--- src/rtl/spdcap_pkg.sv ---
package spdcap_pkg;

    typedef enum logic {
        ST_RUN  = 1'b0,
        ST_HOLD = 1'b1
    } rng_state_t;

    typedef enum logic [1:0] {
        SRC_TACHO      = 2'd0,
        SRC_ENC_MANUAL = 2'd1,
        SRC_ENC_AUTO   = 2'd2
    } cap_src_t;

endpackage

--- src/rtl/spdcap_src.sv ---
module spdcap_src
    import spdcap_pkg::*;
(
    input  logic sensor_enc,
    input  logic enc_manual,
    input  logic tacho_evt,
    input  logic enc_pulse,
    input  logic hi_byte_rd,
    input  logic rtc_tick,
    input  logic run,
    output logic cnt_tick,
    output logic capture
);

    cap_src_t src;

    always_comb begin
        if (!sensor_enc)     src = SRC_TACHO;
        else if (enc_manual) src = SRC_ENC_MANUAL;
        else                 src = SRC_ENC_AUTO;
    end

    always_comb begin
        unique case (src)
            SRC_TACHO: begin
                cnt_tick = run;
                capture  = tacho_evt;
            end
            SRC_ENC_MANUAL: begin
                cnt_tick = run & enc_pulse;
                capture  = hi_byte_rd;
            end
            SRC_ENC_AUTO: begin
                cnt_tick = run & enc_pulse;
                capture  = rtc_tick;
            end
            default: begin
                cnt_tick = 1'b0;
                capture  = 1'b0;
            end
        endcase
    end

endmodule

--- src/rtl/spdcap_div.sv ---
module spdcap_div #(
    parameter int unsigned PSC_W = 4
) (
    input  logic             clk,
    input  logic             rst_n,
    input  logic             tick,
    input  logic             clr,
    input  logic [PSC_W-1:0] psc,
    output logic             step
);

    localparam int unsigned DIV_W = (1 << PSC_W) - 1;

    logic [DIV_W-1:0] div_q;
    logic [DIV_W-1:0] mask;

    always_comb begin
        mask = ~({DIV_W{1'b1}} << psc);
        step = tick && ((div_q & mask) == mask);
    end

    always_ff @(posedge clk) begin
        if (!rst_n)    div_q <= '0;
        else if (clr)  div_q <= '0;
        else if (tick) div_q <= div_q + 1'b1;
    end

    // at prescaler zero every tick advances the count
    a_r2_unit_step: assert property (@(posedge clk) disable iff (!rst_n)
        (tick && psc == '0) |-> step);

    // no tick, no step
    a_r2_no_tick: assert property (@(posedge clk) disable iff (!rst_n)
        !tick |-> !step);

endmodule

--- src/rtl/spdcap_range.sv ---
module spdcap_range
    import spdcap_pkg::*;
#(
    parameter int unsigned      CNT_W   = 16,
    parameter int unsigned      PSC_W   = 4,
    parameter logic [CNT_W-1:0] LOW_THR = '0
) (
    input  logic             clk,
    input  logic             rst_n,
    input  logic             step,
    input  logic             capture,
    output logic             run,
    output logic             div_clr,
    output logic             up,
    output logic             dn,
    output logic [CNT_W-1:0] cnt,
    output logic [PSC_W-1:0] psc,
    output logic [CNT_W-1:0] cap_cnt,
    output logic [PSC_W-1:0] cap_psc,
    output logic             cap_strobe
);

    localparam logic [CNT_W-1:0] CMAX  = '1;
    localparam logic [CNT_W-1:0] CHALF = CMAX >> 1;
    localparam logic [PSC_W-1:0] PMAX  = '1;

    rng_state_t       state_q, state_d;
    logic [CNT_W-1:0] cnt_q, cnt_d, cnt_adv;
    logic [PSC_W-1:0] psc_q, psc_d, psc_adv;
    logic [CNT_W-1:0] cap_cnt_q;
    logic [PSC_W-1:0] cap_psc_q;
    logic             strobe_q;
    logic             freeze;
    logic             low;

    // Count advance and saturation handling, applied before any capture
    always_comb begin
        cnt_adv = cnt_q;
        psc_adv = psc_q;
        up      = 1'b0;
        freeze  = 1'b0;
        state_d = state_q;
        unique case (state_q)
            ST_RUN: begin
                if (step) begin
                    if (cnt_q == CMAX - 1'b1) begin
                        if (psc_q != PMAX) begin
                            up      = 1'b1;
                            cnt_adv = CHALF;
                            psc_adv = psc_q + 1'b1;
                        end else begin
                            freeze  = 1'b1;
                            cnt_adv = CMAX;
                        end
                    end else begin
                        cnt_adv = cnt_q + 1'b1;
                    end
                end
                state_d = freeze ? ST_HOLD : ST_RUN;
            end
            ST_HOLD: state_d = ST_HOLD;
            default: state_d = ST_RUN;
        endcase

        low   = cnt_adv < LOW_THR;
        dn    = capture && low && (psc_adv != '0);
        cnt_d = capture ? '0 : cnt_adv;
        psc_d = dn ? psc_adv - 1'b1 : psc_adv;
        if (capture) state_d = ST_RUN;
    end

    always_ff @(posedge clk) begin
        if (!rst_n) state_q <= ST_RUN;
        else        state_q <= state_d;
    end

    always_ff @(posedge clk) begin
        if (!rst_n) begin
            cnt_q     <= '0;
            psc_q     <= '0;
            cap_cnt_q <= '0;
            cap_psc_q <= '0;
            strobe_q  <= 1'b0;
        end else begin
            cnt_q    <= cnt_d;
            psc_q    <= psc_d;
            strobe_q <= capture;
            if (capture) begin
                cap_cnt_q <= cnt_adv;
                cap_psc_q <= psc_adv;
            end
        end
    end

    always_comb begin
        run        = (state_q == ST_RUN);
        div_clr    = capture | up;
        cnt        = cnt_q;
        psc        = psc_q;
        cap_cnt    = cap_cnt_q;
        cap_psc    = cap_psc_q;
        cap_strobe = strobe_q;
    end

    // saturation below the top prescaler halves the count
    a_r4_up_shift: assert property (@(posedge clk) disable iff (!rst_n)
        (up && !capture) |=> (cnt_q == CHALF) && (psc_q == $past(psc_q) + 1'b1));

    // the prescaler never goes below zero on a capture
    a_r6_floor: assert property (@(posedge clk) disable iff (!rst_n)
        (capture && psc_q == '0 && !up) |=> (psc_q == '0));

    // the frozen count keeps its maximum and the prescaler
    a_r7_hold: assert property (@(posedge clk) disable iff (!rst_n)
        (state_q == ST_HOLD && !capture) |=>
            (state_q == ST_HOLD) && (cnt_q == CMAX) && $stable(psc_q));

    // no up step is raised while frozen
    a_r7_no_flag: assert property (@(posedge clk) disable iff (!rst_n)
        (state_q == ST_HOLD) |-> !up);

    // a capture restarts the count and strobes once
    a_r9_restart: assert property (@(posedge clk) disable iff (!rst_n)
        capture |=> (cnt_q == '0) && strobe_q);

endmodule

--- src/rtl/spdcap_flags.sv ---
module spdcap_flags (
    input  logic       clk,
    input  logic       rst_n,
    input  logic       set_up,
    input  logic       set_dn,
    input  logic [1:0] clr,
    input  logic       irq_en,
    output logic       flag_up,
    output logic       flag_dn,
    output logic       irq
);

    logic up_q, dn_q;

    always_ff @(posedge clk) begin
        if (!rst_n) begin
            up_q <= 1'b0;
            dn_q <= 1'b0;
        end else begin
            up_q <= set_up | (up_q & ~clr[0]);
            dn_q <= set_dn | (dn_q & ~clr[1]);
        end
    end

    always_comb begin
        flag_up = up_q;
        flag_dn = dn_q;
        irq     = irq_en & (up_q | dn_q);
    end

    // flags are sticky until cleared
    a_r10_sticky_up: assert property (@(posedge clk) disable iff (!rst_n)
        (up_q && !clr[0]) |=> up_q);
    a_r10_sticky_dn: assert property (@(posedge clk) disable iff (!rst_n)
        (dn_q && !clr[1]) |=> dn_q);

    // a set event beats a simultaneous clear
    a_r10_set_wins: assert property (@(posedge clk) disable iff (!rst_n)
        (set_up || set_dn) |=> (up_q || dn_q));

endmodule

--- src/rtl/spdcap_top.sv ---
module spdcap_top #(
    parameter int unsigned CNT_W   = 16,
    parameter int unsigned PSC_W   = 4,
    parameter int unsigned LOW_THR = 'h5500
) (
    input  logic             clk,
    input  logic             rst_n,
    input  logic             sensor_enc,
    input  logic             enc_manual,
    input  logic             tacho_evt,
    input  logic             enc_pulse,
    input  logic             hi_byte_rd,
    input  logic             rtc_tick,
    input  logic [1:0]       flag_clr,
    input  logic             range_irq_en,
    output logic [CNT_W-1:0] count_o,
    output logic [PSC_W-1:0] psc_o,
    output logic [CNT_W-1:0] cap_count_o,
    output logic [PSC_W-1:0] cap_psc_o,
    output logic             cap_strobe_o,
    output logic             flag_up_o,
    output logic             flag_dn_o,
    output logic             irq_o
);

    localparam logic [CNT_W-1:0] THR = LOW_THR[CNT_W-1:0];

    logic run, cnt_tick, capture, step, div_clr, up, dn;

    spdcap_src u_src (
        .sensor_enc (sensor_enc),
        .enc_manual (enc_manual),
        .tacho_evt  (tacho_evt),
        .enc_pulse  (enc_pulse),
        .hi_byte_rd (hi_byte_rd),
        .rtc_tick   (rtc_tick),
        .run        (run),
        .cnt_tick   (cnt_tick),
        .capture    (capture)
    );

    spdcap_div #(.PSC_W(PSC_W)) u_div (
        .clk   (clk),
        .rst_n (rst_n),
        .tick  (cnt_tick),
        .clr   (div_clr),
        .psc   (psc_o),
        .step  (step)
    );

    spdcap_range #(.CNT_W(CNT_W), .PSC_W(PSC_W), .LOW_THR(THR)) u_range (
        .clk        (clk),
        .rst_n      (rst_n),
        .step       (step),
        .capture    (capture),
        .run        (run),
        .div_clr    (div_clr),
        .up         (up),
        .dn         (dn),
        .cnt        (count_o),
        .psc        (psc_o),
        .cap_cnt    (cap_count_o),
        .cap_psc    (cap_psc_o),
        .cap_strobe (cap_strobe_o)
    );

    spdcap_flags u_flags (
        .clk     (clk),
        .rst_n   (rst_n),
        .set_up  (up),
        .set_dn  (dn),
        .clr     (flag_clr),
        .irq_en  (range_irq_en),
        .flag_up (flag_up_o),
        .flag_dn (flag_dn_o),
        .irq     (irq_o)
    );

endmodule

--- config.mk ---
export PLATFORM = sky130hd
export DESIGN_NAME = spdcap_top
export DESIGN_NICKNAME = d
export VERILOG_FILES = /design/src/rtl/spdcap_pkg.sv /design/src/rtl/spdcap_src.sv /design/src/rtl/spdcap_div.sv /design/src/rtl/spdcap_range.sv /design/src/rtl/spdcap_flags.sv /design/src/rtl/spdcap_top.sv
export SDC_FILE = /design/constraint.sdc
export NUM_CORES = 1
export LEC_CHECK = 0
export ABC_CLOCK_PERIOD_IN_PS = 4710
export BUFFER_PORTS_ARGS = -buffer_cell sky130_fd_sc_hd__buf_2
export CORE_UTILIZATION = 56
export CTS_CLUSTER_SIZE = 40
export DETAILED_ROUTE_END_ITERATION = 16
export PLACE_DENSITY = 0.84
export SLEW_MARGIN = 20
export SYNTH_ARGS = -nofsm -noshare
export SYNTH_HDL_FRONTEND = slang
export SYNTH_HIERARCHICAL = 1
export SYNTH_SLANG_ARGS = --single-unit
--- constraint.sdc ---
create_clock -name clk -period 4.71 [get_ports clk]
set_input_delay 0.2355 -clock clk [delete_from_list [all_inputs] [get_ports clk]]
set_output_delay 0.2355 -clock clk [all_outputs]
set_load 0.01 [all_outputs]
==> run summary, run 1 <==
Instance area after placement: 3387 µm²
Startpoint types: register
Final worst-path cycle share: 82.39%
Worst Hold Class: in2reg
Final TNS setup: 0 ns
Post_cts resized: 0
Leading cell types in the layout, fill and taps excluded: sky130_fd_sc_hd__dfxtp_1 (59), sky130_fd_sc_hd__buf_2 (54), sky130_fd_sc_hd__nor2_1 (52)
Post-route ant nets: 0
Count of H-tree levels built during CTS: 3
Share of the yosys chip area belonging to registers: 38.00%
Number of antenna violations at the first check in global routing: 0
Total power: 1.533 mW
Net count after synthesis: 389
Footprint of the multi-input gates: 1773 µm²
Post-synthesis to final-layout area growth: 15.66%
Reg clk slew, reported paths: 0.07 ns
Start-to-end type of the worst setup path: reg2reg
Fill cell instance count of the final layout: 425
Leading cell type in the layout, fill and taps excluded: sky130_fd_sc_hd__dfxtp_1
Slowest Stage Delay on Critical Path: 0.48 ns
Max-Cap Viols: 0
Total standard cell area after synthesis: 3108 µm²
GR Util All Layers: 26.80%
Number of buffers between clock root and the deepest sink: 2
Cell at the root of the clock tree: sky130_fd_sc_hd__clkbuf_8
Dominant cell type by area after synthesis: sky130_fd_sc_hd__dfxtp_1
Non-filler cells, final: 496
Count of unique library cells instantiated by Yosys: 64
Net count, final: 437
Number of global-route vias before repair: 2579
Worst-path fanout max: 14
Post-CTS setup-driven buffer insertion count: 0
CP max-delay cell: sky130_fd_sc_hd__or3_1
Clock sink total: 59
Status: finished clean
Cts hold-fix bufs: 0
Total routed wirelength: 7.571 mm
Initial Utilization: 59.34%
Warnings from Yosys: 6
Routed len/inst: 15.26 µm
Top flip-flop cell by instance count after synthesis: sky130_fd_sc_hd__dfxtp_1
Leakage power of the design: 1.480 nW
Register area: 1181 µm²
Number of buffers inserted during clock tree synthesis: 9
DRC violation count after routing: 0
# diodes: 0
Share of flip-flops with an asynchronous set or reset: 0%
Hold Vio Cnt, Final: 0
Post-route cell area: 3595 µm²
Slew HR: 26.52%
Placement Rows: 26
Vias after detailed routing: 2977
Critical Path RT: 4.98 ns
Setup repair after global routing missed its margin: false
Transition at the pin with the smallest max-transition slack: 1.092 ns
Sum of net half-perimeters after detailed placement: 5.465 mm
Overflow left after global routing: 0
Floorplan core area: 5238 µm²
Worst clock skew: 0.007624 ns
First-pass GRT wire length: 12.56 mm
Number of enable flip-flop cells after synthesis: 0
Fmax: 257.7 MHz
Max-slew violation count: 0
Min cycle time layout: 3.881 ns
Chip width: 76.50 µm
DR iter-0 viols: 280
Area share of the largest cell type after synthesis: 38.00%
Total iterations of the first detailed-routing run: 5
Layout cells sized above 1: 21.60%
Crit. End Element: register
Post-synthesis average cell area: 8.332 µm²
Worst supply voltage drop on vdd: 0.2405 mV
Main area contributors after synthesis: sky130_fd_sc_hd__dfxtp_1 (38%), sky130_fd_sc_hd__nor2_1 (6.3%), sky130_fd_sc_hd__xnor2_1 (3.7%)
Gate count after technology mapping: 373
Top-level port count: 55
Number of synthesized register bits: 59
Via density per instance: 6.002
Port bufs: 54
Pwr/cell area: 426.5 nW/µm²
Count of final setup violators: 0
Maximum number of pins on one net before global-route repair: 26
Final core utilization: 68.63%
Die extent in y: 76.50 µm
Final Wtd Congestion: 0.9233
Clock Latency Late Sink: 0.34 ns
Arrival time of data at the critical path endpoint: 4.15 ns
CTS tree: done
Post-Place Cells: 480
Area of the die: 5852 µm²
Cell-by-cell trace of the critical path: nor2_1, o2111ai_1, a222oi_1, and3_1, and2b_2, nand2_1, or3_1, xnor2_1, inv_1, ha_1, o311ai_0, o221a_2, nor4b_2, mux2i_1
Yosys cell counts (6+ instances only):
library cell / count
sky130_fd_sc_hd__xnor2_1: 13
sky130_fd_sc_hd__dfxtp_1: 59
sky130_fd_sc_hd__mux2i_1: 7
sky130_fd_sc_hd__nand2_1: 30
sky130_fd_sc_hd__nand4_1: 10
sky130_fd_sc_hd__a21oi_1: 19
sky130_fd_sc_hd__xor2_1: 7
sky130_fd_sc_hd__o21ai_0: 11
sky130_fd_sc_hd__a211oi_1: 11
sky130_fd_sc_hd__inv_1: 16
sky130_fd_sc_hd__nor4_1: 8
sky130_fd_sc_hd__and2_1: 6
sky130_fd_sc_hd__nor2_1: 52
sky130_fd_sc_hd__nand3_1: 10
sky130_fd_sc_hd__clkbuf_1: 13
stage by stage:
stage	worst slack, ns	hold slack (ns)
after floorplan	1.346	0.3530
after global placement	1.084	0.4357
after detailed placement	0.9147	0.4366
after CTS	0.8591	0.1902
after global routing	0.3617	0.1934
final	0.8294	0.2013
path summary, 6_finish.rpt:
| kind | startpoint | to | slack [ns] | cells after the start |
|---|---|---|---|---|
| worst max-delay path | u_range/psc[1] | u_range/psc[3] | 0.83 | 14 |
| worst min-delay path | flag_clr[1] | u_flags/flag_dn | 0.20 | 3 |
| worst max register to register | u_range/psc[1] | u_range/psc[3] | 0.83 | 14 |
| worst min register to register | u_range/cap_cnt[8] | u_range/cap_cnt[8] | 0.44 | 2 |
layer usage:
metal / global-route usage, % / up-vias / share of wire (%)
met1: 38.05 / 1387 / 47
li1: - / 1445 / -
met5: 0 / - / 0
met2: 38.92 / 138 / 44
met3: 4.910 / 7 / 7.7
met4: 12.69 / 0 / 1.2
cell families (layout without fill, tap and decap cells):
logic type / count (synthesis) / count (layout) / synth area share (%)
adder cells (fa/ha/maj): 5 / 5 / 2.013
XOR/XNOR: 20 / 20 / 5.636
flip-flops: 59 / 59 / 38.00
AND/OR/NAND/NOR: 162 / 162 / 28.26
multiplexers: 7 / 7 / 2.255
AO/OA/AOI/OAI: 85 / 85 / 18.76
buffers and inverters: 35 / 88 / 5.072
state kept, by name, indices dropped and copies added (netlist names), 4 cells and up:
register and count:
u_range/cnt 16, u_range/psc 4, u_div/div_q 15, u_range/cap_cnt 16
u_range/cap_psc 4
report_power, final:
group / switching [mW] / internal, mW / leakage (nW) / total, mW
registers: 0.0745 / 0.540 / 0.478 / 0.615
logic: 0.235 / 0.191 / 0.892 / 0.426
clock network: 0.198 / 0.294 / 0.110 / 0.492
layout make-up:
type / count / share of cell area [%]
clock inverters: 6 / 2.228
clock buffers: 10 / 3.550
multi-input cells: 279 / 49.32
inverters: 16 / 1.671
repair buffers: 56 / 7.936
well taps: 70 / 2.436
flip-flops and latches: 59 / 32.86
worst max-delay path: cells and delay by family (launching register included):
family / cells / cell delay, ns
XOR/XNOR: 1 / 0.29
AO/OA/AOI/OAI: 4 / 0.86
AND/OR/NAND/NOR: 6 / 1.68
flip-flops: 1 / 0.44
buffers and inverters: 1 / 0.11
adder cells (fa/ha/maj): 1 / 0.21
multiplexers: 1 / 0.21
(Power assumes the default switching activity.)
==> inputs of run 2 (changes only) <==
- ABC_AREA: not set -> 1
- ABC_CLOCK_PERIOD_IN_PS: 4710 -> 3650
- clock period: 4.71 -> 3.65 ns (I/O delays scaled with it)
==> run summary, run 2 <==
Instance area after placement: 3597 µm² (was 3387 µm²)
Total standard cell area after synthesis: 3257 µm² (was 3108 µm²)
Main area contributors after synthesis: sky130_fd_sc_hd__dfxtp_1 (36%), sky130_fd_sc_hd__nand2_1 (15%), sky130_fd_sc_hd__inv_1 (7.8%) (was sky130_fd_sc_hd__dfxtp_1 (38%), sky130_fd_sc_hd__nor2_1 (6.3%), sky130_fd_sc_hd__xnor2_1 (3.7%))
Number of enable flip-flop cells after synthesis: 0 (unchanged)
DRC violation count after routing: 0 (unchanged)
CTS tree: done (unchanged)
Post-synthesis to final-layout area growth: 17.13% (was 15.66%)
Worst supply voltage drop on vdd: 0.2531 mV (was 0.2405 mV)
Clock Latency Late Sink: 0.35 ns (was 0.34 ns)
Max-slew violation count: 0 (unchanged)
Startpoint types: register (unchanged)
Net count, final: 572 (was 437)
Final Wtd Congestion: 0.9212 (was 0.9233)
Worst clock skew: 0.01285 ns (was 0.007624 ns)
Maximum number of pins on one net before global-route repair: 26 (unchanged)
Post-route cell area: 3815 µm² (was 3595 µm²)
Post-CTS setup-driven buffer insertion count: 0 (unchanged)
Max-Cap Viols: 0 (unchanged)
Die extent in y: 78.26 µm (was 76.50 µm)
Post-synthesis share of cell area spent on full adders, half adders and majority gates: 1.921% (was 2.013%)
DR WL met3: 413 µm (was 580 µm)
Share of the yosys chip area belonging to registers: 36.27% (was 38.00%)
Leakage power of the design: 1.863 nW (was 1.480 nW)
Net count after synthesis: 510 (was 389)
Post-route ant nets: 0 (unchanged)
Min cycle time layout: 3.195 ns (was 3.881 ns)
Final core utilization: 68.86% (was 68.63%)
Worst Hold Class: in2reg (unchanged)
Number of buffers inserted during clock tree synthesis: 9 (unchanged)
Xor and xnor area share after synthesis: 2.689% (was 5.636%)
Port bufs: 54 (unchanged)
Combinational family with the most area after synthesis: simple AND/OR/NAND/NOR gates (unchanged)
Worst-path fanout max: 9 (was 14)
Reg clk slew, reported paths: 0.07 ns (about the same)
Arrival time of data at the critical path endpoint: 3.43 ns (was 4.15 ns)
Total iterations of the first detailed-routing run: 5 (unchanged)
Hold Vio Cnt, Final: 0 (unchanged)
Chip width: 78.26 µm (was 76.50 µm)
Most frequent cell after synthesis: sky130_fd_sc_hd__nand2_1 (was sky130_fd_sc_hd__dfxtp_1)
Area share of the largest cell type after synthesis: 36.27% (was 38.00%)
Cts hold-fix bufs: 0 (unchanged)
Initial Utilization: 58.79% (was 59.34%)
Layout cells sized above 1: 20.14% (was 21.60%)
Gate count after technology mapping: 494 (was 373)
GR Util All Layers: 27.27% (was 26.80%)
Status: finished clean (unchanged)
Slew HR: 61.91% (was 26.52%)
Metal2 WL: 3.620 mm (was 3.355 mm)
Multiplexer area fraction after synthesis: 0% (was 2.254%)
Count of unique library cells instantiated by Yosys: 34 (was 64)
Post-synthesis average cell area: 6.593 µm² (was 8.332 µm²)
Dominant cell type by area after synthesis: sky130_fd_sc_hd__dfxtp_1 (unchanged)
Total routed wirelength: 7.909 mm (was 7.571 mm)
# diodes: 0 (unchanged)
Routed length on met1: 3.760 mm (was 3.546 mm)
Placement Rows: 27 (was 26)
Area fraction in compound gates after synthesis: 9.412% (was 18.76%)
Routed len/inst: 12.49 µm (was 15.26 µm)
Via density per instance: 5.134 (was 6.002)
Transition at the pin with the smallest max-transition slack: 0.5700 ns (was 1.092 ns)
Leading cell types in the layout, fill and taps excluded: sky130_fd_sc_hd__nand2_1 (133), sky130_fd_sc_hd__inv_1 (68), sky130_fd_sc_hd__nor2_1 (65) (was sky130_fd_sc_hd__dfxtp_1 (59), sky130_fd_sc_hd__buf_2 (54), sky130_fd_sc_hd__nor2_1 (52))
Area of the die: 6125 µm² (was 5852 µm²)
Warnings from Yosys: 6 (unchanged)
Start-to-end type of the worst setup path: reg2reg (unchanged)
Pwr/cell area: 349.7 nW/µm² (was 426.5 nW/µm²)
Crit. End Element: register (unchanged)
Vias after detailed routing: 3250 (was 2977)
Clock sink total: 59 (unchanged)
Floorplan core area: 5540 µm² (was 5238 µm²)
Fill cell instance count of the final layout: 493 (was 425)
Footprint of the multi-input gates: 1758 µm² (was 1773 µm²)
Fin worst setup slack: 0.4551 ns (was 0.8294 ns)
Commonest cells in the synthesized netlist: sky130_fd_sc_hd__nand2_1 (133), sky130_fd_sc_hd__inv_1 (68), sky130_fd_sc_hd__nor2_1 (65) (was sky130_fd_sc_hd__dfxtp_1 (59), sky130_fd_sc_hd__nor2_1 (52), sky130_fd_sc_hd__nand2_1 (30))
Register area: 1181 µm² (unchanged)
Count of H-tree levels built during CTS: 3 (unchanged)
Overflow left after global routing: 0 (unchanged)
Number of global-route vias before repair: 2896 (was 2579)
Fmax: 313.0 MHz (was 257.7 MHz)
Share of flip-flops with an asynchronous set or reset: 0% (unchanged)
Count of final setup violators: 0 (unchanged)
Number of synthesized register bits: 59 (unchanged)
Number of buffers between clock root and the deepest sink: 2 (unchanged)
Final worst-path cycle share: 87.53% (was 82.39%)
Leading cell type in the layout, fill and taps excluded: sky130_fd_sc_hd__nand2_1 (was sky130_fd_sc_hd__dfxtp_1)
Sum of net half-perimeters after detailed placement: 5.807 mm (was 5.465 mm)
Critical Path RT: 3.89 ns (was 4.98 ns)
Post_cts resized: 0 (unchanged)
DR iter-0 viols: 265 (was 280)
Worst-case setup slack after placement: 0.4139 ns (was 0.9147 ns)
Cell at the root of the clock tree: sky130_fd_sc_hd__clkbuf_8 (unchanged)
Simple-gate share of the synthesized area: 39.95% (was 28.26%)
Highest metal layer with signal wires: met4 (unchanged)
Top-level port count: 55 (unchanged)
Number of antenna violations at the first check in global routing: 0 (unchanged)
Top flip-flop cell by instance count after synthesis: sky130_fd_sc_hd__dfxtp_1 (unchanged)
First-pass GRT wire length: 13.03 mm (was 12.56 mm)
==> run 2: cell type report <==
| type | instances | area share [%] |
|---|---|---|
| Clock buffer | 12 | 3.805 |
| Clock inverter | 4 | 1.312 |
| Inverter | 75 | 7.412 |
| Multi-Input combinational cell | 352 | 46.08 |
| Sequential cell | 59 | 30.96 |
| Tap cell | 72 | 2.361 |
| Timing Repair Buffer | 59 | 8.068 |
==> run 2: metrics by stage <==
| step | TNS, ns | total power [mW] | cells | hold WS [ns] |
|---|---|---|---|---|
| floorplan | 0 | 0.7233 | 494 | 0.3030 |
| global placement | 0 | 0.7497 | 614 | 0.4281 |
| detailed placement | 0 | 0.7522 | 614 | 0.4394 |
| CTS | 0 | 1.337 | 630 | 0.06687 |
| global route | -0.01803 | 1.389 | 633 | 0.1021 |
| finish | 0 | 1.334 | 633 | 0.07714 |
==> run 2: final timing paths <==
| kind | startpoint | end | slack, ns | depth (start not counted) |
|---|---|---|---|---|
| hold reg to reg | u_range/cap_cnt[4] | u_range/cap_cnt[4] | 0.45 | 2 |
| setup / recovery | u_range/state_q | u_range/psc[2] | 0.46 | 17 |
| hold / removal | flag_clr[1] | u_flags/flag_dn | 0.08 | 4 |
| setup reg to reg | u_range/state_q | u_range/psc[2] | 0.46 | 17 |
==> run 2: power breakdown <==
part           internal [mW]  switching, mW  leakage, nW
Combinational         0.0265         0.0579         1.29
Clock                  0.333          0.258       0.0926
Sequential             0.652        0.00672        0.476
Total                   1.01          0.323         1.86
==> run 2: critical path: stages (launching register included) <==
cell and delay [ns]:
sky130_fd_sc_hd__dfxtp_1 0.34, sky130_fd_sc_hd__clkinv_1 0.17, sky130_fd_sc_hd__o21a_1 0.28, sky130_fd_sc_hd__inv_1 0.12, sky130_fd_sc_hd__nor2_1 0.11, sky130_fd_sc_hd__nand2_1 0.05, sky130_fd_sc_hd__nor2_1 0.08, sky130_fd_sc_hd__nand3_1 0.07
sky130_fd_sc_hd__nor2_1 0.28, sky130_fd_sc_hd__inv_2 0.11, sky130_fd_sc_hd__nor2_4 0.24, sky130_fd_sc_hd__nand3_2 0.13, sky130_fd_sc_hd__xor2_1 0.38, sky130_fd_sc_hd__ha_1 0.29, sky130_fd_sc_hd__nand3_2 0.12, sky130_fd_sc_hd__and2_1 0.18
sky130_fd_sc_hd__nand3_1 0.08, sky130_fd_sc_hd__a21oi_1 0.07
==> run 2: kinds of logic after synthesis <==
logic type,count (synthesis)
flip-flops,59
AND/OR/NAND/NOR,283
buffers and inverters,83
XOR/XNOR,10
adder cells (fa/ha/maj),5
AO/OA/AOI/OAI,54
==> run 2: per-layer routing <==
metal / track usage [%] / vias up
met5: 0 / -
met4: 10.93 / 0
met3: 4.884 / 9
met2: 44.47 / 103
met1: 35.57 / 1455
li1: - / 1683
